### src/rtl/frl_pkg.sv
package frl_pkg;

    typedef enum logic [2:0] {
        ST_IDLE  = 3'd0,
        ST_REQ   = 3'd1,
        ST_PARSE = 3'd2,
        ST_WRITE = 3'd3,
        ST_WAIT  = 3'd4
    } ldr_st_e;

    localparam logic [7:0] FMT_W16 = 8'h01;
    localparam logic [7:0] FMT_W32 = 8'h02;

    localparam int REC16_BYTES = 4;
    localparam int REC32_BYTES = 8;
    localparam int REC_HDR_BYTES = 2;
    localparam int REC_PEEK_BYTES = 6;

endpackage

### src/rtl/frl_page_buf.sv
module frl_page_buf #(
    parameter int PAGE_BYTES = 16
) (
    input  logic                    clk,
    input  logic                    rst_n,
    input  logic                    load_i,
    input  logic [PAGE_BYTES*8-1:0] data_i,
    output logic [PAGE_BYTES*8-1:0] data_o
);

    for (genvar g = 0; g < PAGE_BYTES; g++) begin : g_byte
        logic [7:0] byte_q;
        always_ff @(posedge clk) begin
            if (!rst_n) begin
                byte_q <= 8'h00;
            end else if (load_i) begin
                byte_q <= data_i[8*g +: 8];
            end
        end
        assign data_o[8*g +: 8] = byte_q;
    end

endmodule

### src/rtl/frl_rec_decode.sv
module frl_rec_decode
    import frl_pkg::*;
#(
    parameter int PAGE_BYTES = 16,
    localparam int IDX_W = $clog2(PAGE_BYTES),
    localparam int OFF_W = IDX_W + 1
) (
    input  logic [PAGE_BYTES*8-1:0] page_i,
    input  logic [OFF_W-1:0]        off_i,
    output logic                    is16_o,
    output logic                    is32_o,
    output logic                    fits_o,
    output logic [OFF_W-1:0]        len_o,
    output logic [7:0]              addr_o,
    output logic [31:0]             value_o
);

    logic [7:0] peek [REC_PEEK_BYTES];

    for (genvar k = 0; k < REC_PEEK_BYTES; k++) begin : g_peek
        logic [IDX_W-1:0] idx;
        assign idx     = off_i[IDX_W-1:0] + IDX_W'(k);
        assign peek[k] = page_i[{idx, 3'b000} +: 8];
    end

    logic [OFF_W:0] rec_end;

    always_comb begin
        is16_o  = (peek[0] == FMT_W16);
        is32_o  = (peek[0] == FMT_W32);
        len_o   = is32_o ? OFF_W'(REC32_BYTES) : OFF_W'(REC16_BYTES);
        rec_end = {1'b0, off_i} + {1'b0, len_o};
        fits_o  = (rec_end <= (OFF_W+1)'(PAGE_BYTES));
        addr_o  = peek[1];
        if (is32_o) begin
            value_o = {peek[2], peek[3], peek[4], peek[5]};
        end else begin
            value_o = {16'h0000, peek[2], peek[3]};
        end
    end

endmodule

### src/rtl/flash_reg_loader.sv
module flash_reg_loader
    import frl_pkg::*;
#(
    parameter int              PAGE_BYTES = 16,
    parameter int              PAGE_W     = 13,
    parameter logic [PAGE_W-1:0] FIRST_PAGE = 13'd4,
    parameter logic [PAGE_W-1:0] MAX_PAGE   = 13'd7
) (
    input  logic                    clk,
    input  logic                    rst_n,
    input  logic                    start_i,
    output logic                    pg_req_o,
    output logic [PAGE_W-1:0]       pg_num_o,
    input  logic                    pg_ack_i,
    input  logic [PAGE_BYTES*8-1:0] pg_data_i,
    output logic                    wr_o,
    output logic [7:0]              wr_addr_o,
    output logic [31:0]             wr_data_o,
    input  logic                    wr_ack_i,
    output logic                    busy_o,
    output logic                    err_o
);

    localparam int OFF_W = $clog2(PAGE_BYTES) + 1;

    typedef struct packed {
        ldr_st_e          st;
        logic [PAGE_W-1:0] page;
        logic [OFF_W-1:0] off;
        logic [7:0]       addr;
        logic [31:0]      data;
        logic             err;
    } regs_t;

    regs_t r_d, r_q;

    logic [PAGE_BYTES*8-1:0] page_buf;
    logic                    buf_load;
    logic                    dec_is16, dec_is32, dec_fits;
    logic [OFF_W-1:0]        dec_len;
    logic [7:0]              dec_addr;
    logic [31:0]             dec_value;
    logic [OFF_W:0]          next_off;

    assign buf_load = (r_q.st == ST_REQ) && pg_ack_i;

    frl_page_buf #(.PAGE_BYTES(PAGE_BYTES)) u_buf (
        .clk    (clk),
        .rst_n  (rst_n),
        .load_i (buf_load),
        .data_i (pg_data_i),
        .data_o (page_buf)
    );

    frl_rec_decode #(.PAGE_BYTES(PAGE_BYTES)) u_dec (
        .page_i  (page_buf),
        .off_i   (r_q.off),
        .is16_o  (dec_is16),
        .is32_o  (dec_is32),
        .fits_o  (dec_fits),
        .len_o   (dec_len),
        .addr_o  (dec_addr),
        .value_o (dec_value)
    );

    assign next_off = {1'b0, r_q.off} + {1'b0, dec_len};

    always_comb begin
        r_d = r_q;
        unique case (r_q.st)
            ST_IDLE: begin
                if (start_i) begin
                    r_d.st   = ST_REQ;
                    r_d.page = FIRST_PAGE;
                    r_d.off  = '0;
                    r_d.err  = 1'b0;
                end
            end
            ST_REQ: begin
                if (pg_ack_i) begin
                    r_d.st  = ST_PARSE;
                    r_d.off = '0;
                end
            end
            ST_PARSE: begin
                if (dec_is16 || dec_is32) begin
                    if (dec_fits) begin
                        r_d.st   = ST_WRITE;
                        r_d.addr = dec_addr;
                        r_d.data = dec_value;
                    end else begin
                        r_d.st  = ST_IDLE;
                        r_d.err = 1'b1;
                    end
                end else begin
                    r_d.st = ST_IDLE;
                end
            end
            ST_WRITE: begin
                r_d.st = ST_WAIT;
            end
            ST_WAIT: begin
                if (wr_ack_i) begin
                    if (next_off >= (OFF_W+1)'(PAGE_BYTES)) begin
                        if (r_q.page == MAX_PAGE) begin
                            r_d.st  = ST_IDLE;
                            r_d.err = 1'b1;
                        end else begin
                            r_d.st   = ST_REQ;
                            r_d.page = r_q.page + 1'b1;
                            r_d.off  = '0;
                        end
                    end else begin
                        r_d.st  = ST_PARSE;
                        r_d.off = next_off[OFF_W-1:0];
                    end
                end
            end
            default: begin
                r_d.st = ST_IDLE;
            end
        endcase
    end

    always_ff @(posedge clk) begin
        if (!rst_n) begin
            r_q.st   <= ST_REQ;
            r_q.page <= FIRST_PAGE;
            r_q.off  <= '0;
            r_q.addr <= '0;
            r_q.data <= '0;
            r_q.err  <= 1'b0;
        end else begin
            r_q <= r_d;
        end
    end

    assign pg_req_o  = (r_q.st == ST_REQ);
    assign pg_num_o  = r_q.page;
    assign wr_o      = (r_q.st == ST_WRITE);
    assign wr_addr_o = r_q.addr;
    assign wr_data_o = r_q.data;
    assign busy_o    = (r_q.st != ST_IDLE);
    assign err_o     = r_q.err;

endmodule

### config.mk
export PLATFORM = sky130hd
export DESIGN_NAME = flash_reg_loader
export DESIGN_NICKNAME = d
export VERILOG_FILES = /design/src/rtl/frl_pkg.sv /design/src/rtl/frl_page_buf.sv /design/src/rtl/frl_rec_decode.sv /design/src/rtl/flash_reg_loader.sv
export SDC_FILE = /design/constraint.sdc
export NUM_CORES = 1
export LEC_CHECK = 0
export ABC_AREA = 1
export CAP_MARGIN = 15
export CORE_UTILIZATION = 30
export DETAILED_ROUTE_END_ITERATION = 16
export PLACE_DENSITY_LB_ADDON = 0.12
export RECOVER_POWER = 25
export SYNTH_ARGS = -nofsm -noshare
export SYNTH_HDL_FRONTEND = slang
export SYNTH_SLANG_ARGS = --single-unit
### constraint.sdc
create_clock -name clk -period 2.9 [get_ports clk]
set_clock_uncertainty 0.05 [all_clocks]
set_input_delay 0.58 -clock clk [delete_from_list [all_inputs] [get_ports clk]]
set_output_delay 0.58 -clock clk [all_outputs]
set_load 0.01 [all_outputs]
* Word level (Yosys, flattened, before mapping) *
Index checks and enable logic that the tools add are counted.

word-level totals
  word-level logic and storage cells = 88
  output and inout bits = 57
  register bits = 190

cells by class
  shifts and indexed selects = 6
  add/subtract/negate cells = 7
  equality and inequality tests = 16
  magnitude comparators = 2
  reductions and logical operators = 12
  multiplexer cells = 23

operators with widths
  cell                                                                     count
  128-bit by 8-bit indexed part select with 8-bit output                   6
  21-bit 2-to-1 mux                                                        2
  32-bit 2-to-1 mux                                                        1
  13-bit one-hot mux with 2 select lines                                   1
  18-bit 2-to-1 mux                                                        1
  3-bit one-hot mux with 5 select lines                                    1
  5-bit one-hot mux with 3 select lines                                    1
  2-bit inequality test (second input constant)                            7
  13-bit by 1-bit adder with 13-bit output (second input constant)         1
  13-bit by 3-bit equality test with 1-bit output (second input constant)  1
  13-bit 2-to-1 mux                                                        1
  5-bit 2-to-1 mux                                                         2
  5-bit AND reduction                                                      2
  3-bit nonzero test                                                       3
  4-bit by 2-bit adder with 4-bit output (second input constant)           2
  4-bit by 3-bit adder with 4-bit output (second input constant)           2
  8-bit by 1-bit equality test with 1-bit output (second input constant)   1
  8-bit by 2-bit equality test with 1-bit output (second input constant)   1
  1-bit 2-to-1 mux                                                         7
  7-bit AND reduction                                                      1
  5-bit by 5-bit adder with 6-bit output                                   1
  3-bit by 2-bit equality test with 1-bit output (second input constant)   2
  6-bit by 5-bit >= comparator with 1-bit output (second input constant)   1
  6-bit by 5-bit <= comparator with 1-bit output (second input constant)   1
  other kinds (14)                                                         17

* Depth between registers and ports, before layout *
  word-level depth = 8
  mapped depth = 22

* Hierarchy *
A second synthesis with hierarchy kept.

unflattened totals
  cells, all modules = 2299
  area total of the unflattened synthesis = 13376.6 µm²

by module, submodules not included
  module            area an instance (µm²)  cells each  instances  seq. area each (µm²)
  frl_page_buf      5185.0                  810         1          2562.5
  frl_rec_decode    4719.5                  985         1          0.0
  flash_reg_loader  3472.1                  504         1          1241.2

* Worst setup path before layout *
No wires, ideal clock.

  path type = flip-flop to flip-flop
  start = register r_q[43] (netlist bit)
  end = register r_q, in the netlist wr_data_o[21]
  data required time = 2.737 ns
  stages on the path, launching flop included = 21
  arrival = 2.453 ns
  path slack = 0.284 ns
  cell sequence = dfxtp_1 -> buf_4 -> inv_4 -> nand2_1 -> nand3_1 -> nand2_1 -> nand2_2 -> nor2_8 -> nand2_4 -> clkbuf_1 -> ha_1 -> ha_1 -> inv_1 -> nand3_1 -> nand2_2 -> nand2_2 -> nand2_2 -> nand3_4 -> buf_4 -> o21ai_1 -> nor2_1

on the way
  cells in the longest elaborated chain, start to end = 6
  elaborated cells on any way between the ends = 11

ends and longest elaborated chain
  what                                                    RTL line                 source
  start: declaration                                      flash_reg_loader.sv:35   regs_t r_d, r_q;
  start signal: assignment                                flash_reg_loader.sv:134  r_q <= r_d;
  128-bit by 8-bit indexed part select with 8-bit output  frl_rec_decode.sv:23     assign peek[k] = page_i[{idx, 3'b000} +: 8];
  8-bit by 2-bit equality test with 1-bit output          frl_rec_decode.sv:30     is32_o = (peek[0] == FMT_W32);
  4-bit 2-to-1 mux                                        frl_rec_decode.sv:31     len_o = is32_o ? OFF_W'(REC32_BYTES) : OFF_W'(REC16_BYTES);
  5-bit by 5-bit adder with 6-bit output                  frl_rec_decode.sv:32     rec_end = {1'b0, off_i} + {1'b0, len_o};
  6-bit by 5-bit <= comparator with 1-bit output          frl_rec_decode.sv:33     fits_o = (rec_end <= (OFF_W+1)'(PAGE_BYTES));
  3-bit AND reduction (no line)                           --

Parallel ways exist; a longest one is shown, timed or not.
A chain may end at the register's enable or synchronous reset.

* Final worst setup path *
  start = register r_q[43] (netlist bit)
  end = register r_q, in the netlist wr_data_o[29]

Same word-level chain as after synthesis.

==> impl_results.md <==
- Outcome: finished clean
- Fin crit share: between 90% and 100%
- Die area: 31,800 um2
- WL per Instance: approximately 15 um
- Peak supply drop: about 0.47 mV
- Clock Tree Buf Depth: 2
- DRT iter0 DRCs: 595
- Worst r2r src: r_q[43]
- Vias: 8,819
- Critical path's largest stage delay: around 0.39 ns
- DP Worst Slack: 0.198 ns
- Reg2reg end: wr_data_o[29]
- Die W: 178 um
- Number of synthesized flops with an enable pin: 0
- Hold Vio Cnt, Final: 0
- Fin. max-slew vios: 0
- Fillers: 3,324
- Peak Freq: 380 MHz
- Final setup TNS: 0 ns
- HPWL Detailed: slightly above 20,000 um
- Area grow syn2layout: 25.5%
- Multi-input gate area: about 4300 um2
- CTS root buf: clkbuf_16
- Largest net degree at the start of global routing: 96
- Min-Delay Path Class: reg -> reg
- Share of power burned in the clock network: 28.5%
- Synth unique cells: 36
- Initial antenna violation count: 0
- Crit path buffers/inverters: 3
- Final hold slack: 0.425 ns
- Top Ports: 190
- Sw frac: 38.5%
- Antenna Nets Post-Route: 0
- Routed WL: 29,200 um
- Crit path time final: 2.63 ns
- Cell mode on critical path: nor2_1
- Clock sinks: between 150 and 200
- # rows: 64
- Synth area leader: dfxtp_1
- Vias in the first global route: around 8,200
- Warnings from Yosys: 0
- Mapped Cells: 1,401
- Critical path arrival: 2.91 ns
- Total global routing overflow: 0
- H-tree level count: 4
- Initial Util: 30.5%
- Worst EP required: approximately 3.2 ns
- DR vias/cell: 4.65
- Syn avg cell area: 6.67 um2
- Least-Margin Pin Slew: between 1 and 1.5 ns
- Port Buffers: 189
- GRT Overall Usage: a little under a fifth
- Switching power: 3.22 mW
- Placer Congestion: 0.844
- Leak pwr: 4.99 nW
- WS Path Type: reg -> reg
- Drt drc: 0
- CTS tree: yes
- Cell Area, Synth: a little over 9000 um2
- Worst setup path endpoint: wr_data_o[29]
- Max-slew headroom: 8.70%
- Post-synth top area share: 40.3%
- Total internal power: 5.15 mW
- Seq. cell area: 3770 um2
- Worst setup path start: r_q[43]
- Core Region: 30,600 um2
- Later-pin clock latency in the skew report: about 0.44 ns
- Most numerous cell in the Yosys netlist: nor2_1
- RSZ-0062 raised after global routing: no
- Comb power frac: 33.4%
- Nets: 1,625
- Startpoint Class: register
- Cts hold-fix bufs: 0
- Delay-heaviest family, CP: simple AND/OR/NAND/NOR gates
- Synth Flop Type: dfxtp_1
- Max_cap viols: 0
- FFs w/ async S/R, synth: 0%
- CTS Buf Count: 17
- Top cells by area, synth: dfxtp_1 (40%), nor2_1 (13%), o21ai_0 (8.9%), nand2_1 (8.3%), a21oi_1 (5.7%)
- Setup ws final: 0.268 ns
- CP Max Fanout: 56
- Antenna diodes: 0
- Sequential share of power: 38.1%
- Commonest cells post-synth: nor2_1 (314), nand2_1 (206), dfxtp_1 (188)
- Power per cell area: 713 nW/um2
- Hold_sp: u_buf.g_byte[1].byte_q[6]
- Crit end category: register
- Synth Register Bits: between 150 and 200
- Clock transition at the registers of the reported paths: 0.07 ns
- Reg-to-reg slack, setup: 0.27 ns
- Die Y: 178 um
- Crit-path cells: buf_4 > nor2_1 > nand4_1 > nand3_1 > nand2_1 > inv_2 > nand3_2 > and2_1 > ha_1 > nor2_1 > nand2_1 > nand2_2 > nand3_4 > buf_16 > o21ai_1 > nor2_1
- Post-Syn Nets: 1,537
- Fraction of layout cells with a size suffix above 1: 4.93%
- Worst reg2reg path depth: 16
- Slowest cell on the critical path: dfxtp_4
- Setup Viol. Count Final: 0
- Sequential-to-total area share from yosys stat: approximately two fifths
- 1st-pass router iterations: 5
- First-pass GRT wire length: around 46,000 um
- Stages on the worst setup path: 16
## metrics by stage
| step | instances | util [%] | power, mW | instance area (um2) |
|---|---|---|---|---|
| global route | 1898 | 38.3 | 8.91 | 11700 |
| global placement | 1866 | 36.5 | 6.08 | 11200 |
| detailed placement | 1866 | 36.5 | 6.08 | 11200 |
| CTS | 1898 | 38.5 | 8.48 | 11800 |
| finish | 1898 | 38.3 | 8.36 | 11700 |
| floorplan | 1401 | - | 5.03 | 9340 |
## how the worst min path moves through the flow
stage                            endpoint  depth (start not counted)
3_5_place_dp    u_buf.g_byte[1].byte_q[6]                          2
3_3_place_gp    u_buf.g_byte[9].byte_q[0]                          2
6_report        u_buf.g_byte[1].byte_q[6]                          2
5_1_grt         u_buf.g_byte[8].byte_q[2]                          2
2_1_floorplan  u_buf.g_byte[13].byte_q[7]                          2
4_1_cts         u_buf.g_byte[1].byte_q[6]                          2
## worst register-to-register path, delay by kind of cell, from the launching register on
kind	cells	cell delay, ns
compound gates	1	0.19
simple gates	11	1.10
flops	1	0.39
buf+inv	3	0.49
fa+ha+maj	1	0.30
## cells in the final DEF (no fill, tap or decap), drive strengths merged, types with 20 or more instances in the layout
cell	Yosys	layout
inv	127	131
buf	72	23
dfxtp	188	188
a21oi	106	106
nor2	315	315
nand2	212	212
clkbuf	72	20
clkdlybuf4s50	0	188
o21ai	182	182
nand3	36	36
## flip-flops by register name (all words and copies together), names as in the netlist
register             flops
pg_num_o                13
wr_addr_o                8
wr_data_o               32
err_o                    1
r_q                      6
u_buf.g_byte.byte_q    128
## layer usage
layer	part of all wire, %	global-route usage, %	up-vias
met2	44	28.5	202
met5	0	0	-
li1	-	-	4606
met4	1.5	4.63	0
met1	50	26.5	3990
met3	4.4	3.20	21
## power groups by stage
stage | registers, mW | clock network (mW) | logic (mW)
5_1_grt | 3.23 | 2.54 | 3.14
2_1_floorplan | 3.15 | 0 | 1.88
3_5_place_dp | 3.24 | 0 | 2.84
3_3_place_gp | 3.24 | 0 | 2.84
4_1_cts | 3.18 | 2.44 | 2.85
6_report | 3.19 | 2.38 | 2.79
## logic make-up (layout without fill, tap and decap cells)
kind of cell	count (synthesis)	after routing	synth area share [%]
simple gates	605	605	26.5
compound gates	325	325	18.2
buf+inv	271	372	13.7
flops	188	188	40.3
xor+xnor	9	9	0.844
fa+ha+maj	3	3	0.402
## cell type report
cell class	instances	share of cell area, %
well taps	396	4.23
multi-input cells	942	36.6
repair buffers	213	17.9
inverters	127	4.10
clock buffers	18	3.66
clock inverters	14	1.33
flip-flops and latches	188	32.1
## repair_timing
item,CTS,global route
gates resized for setup,0,3
buffers inserted,0,0
setup endpoints to repair,0,20
Power figures use the tool's default switching activity.
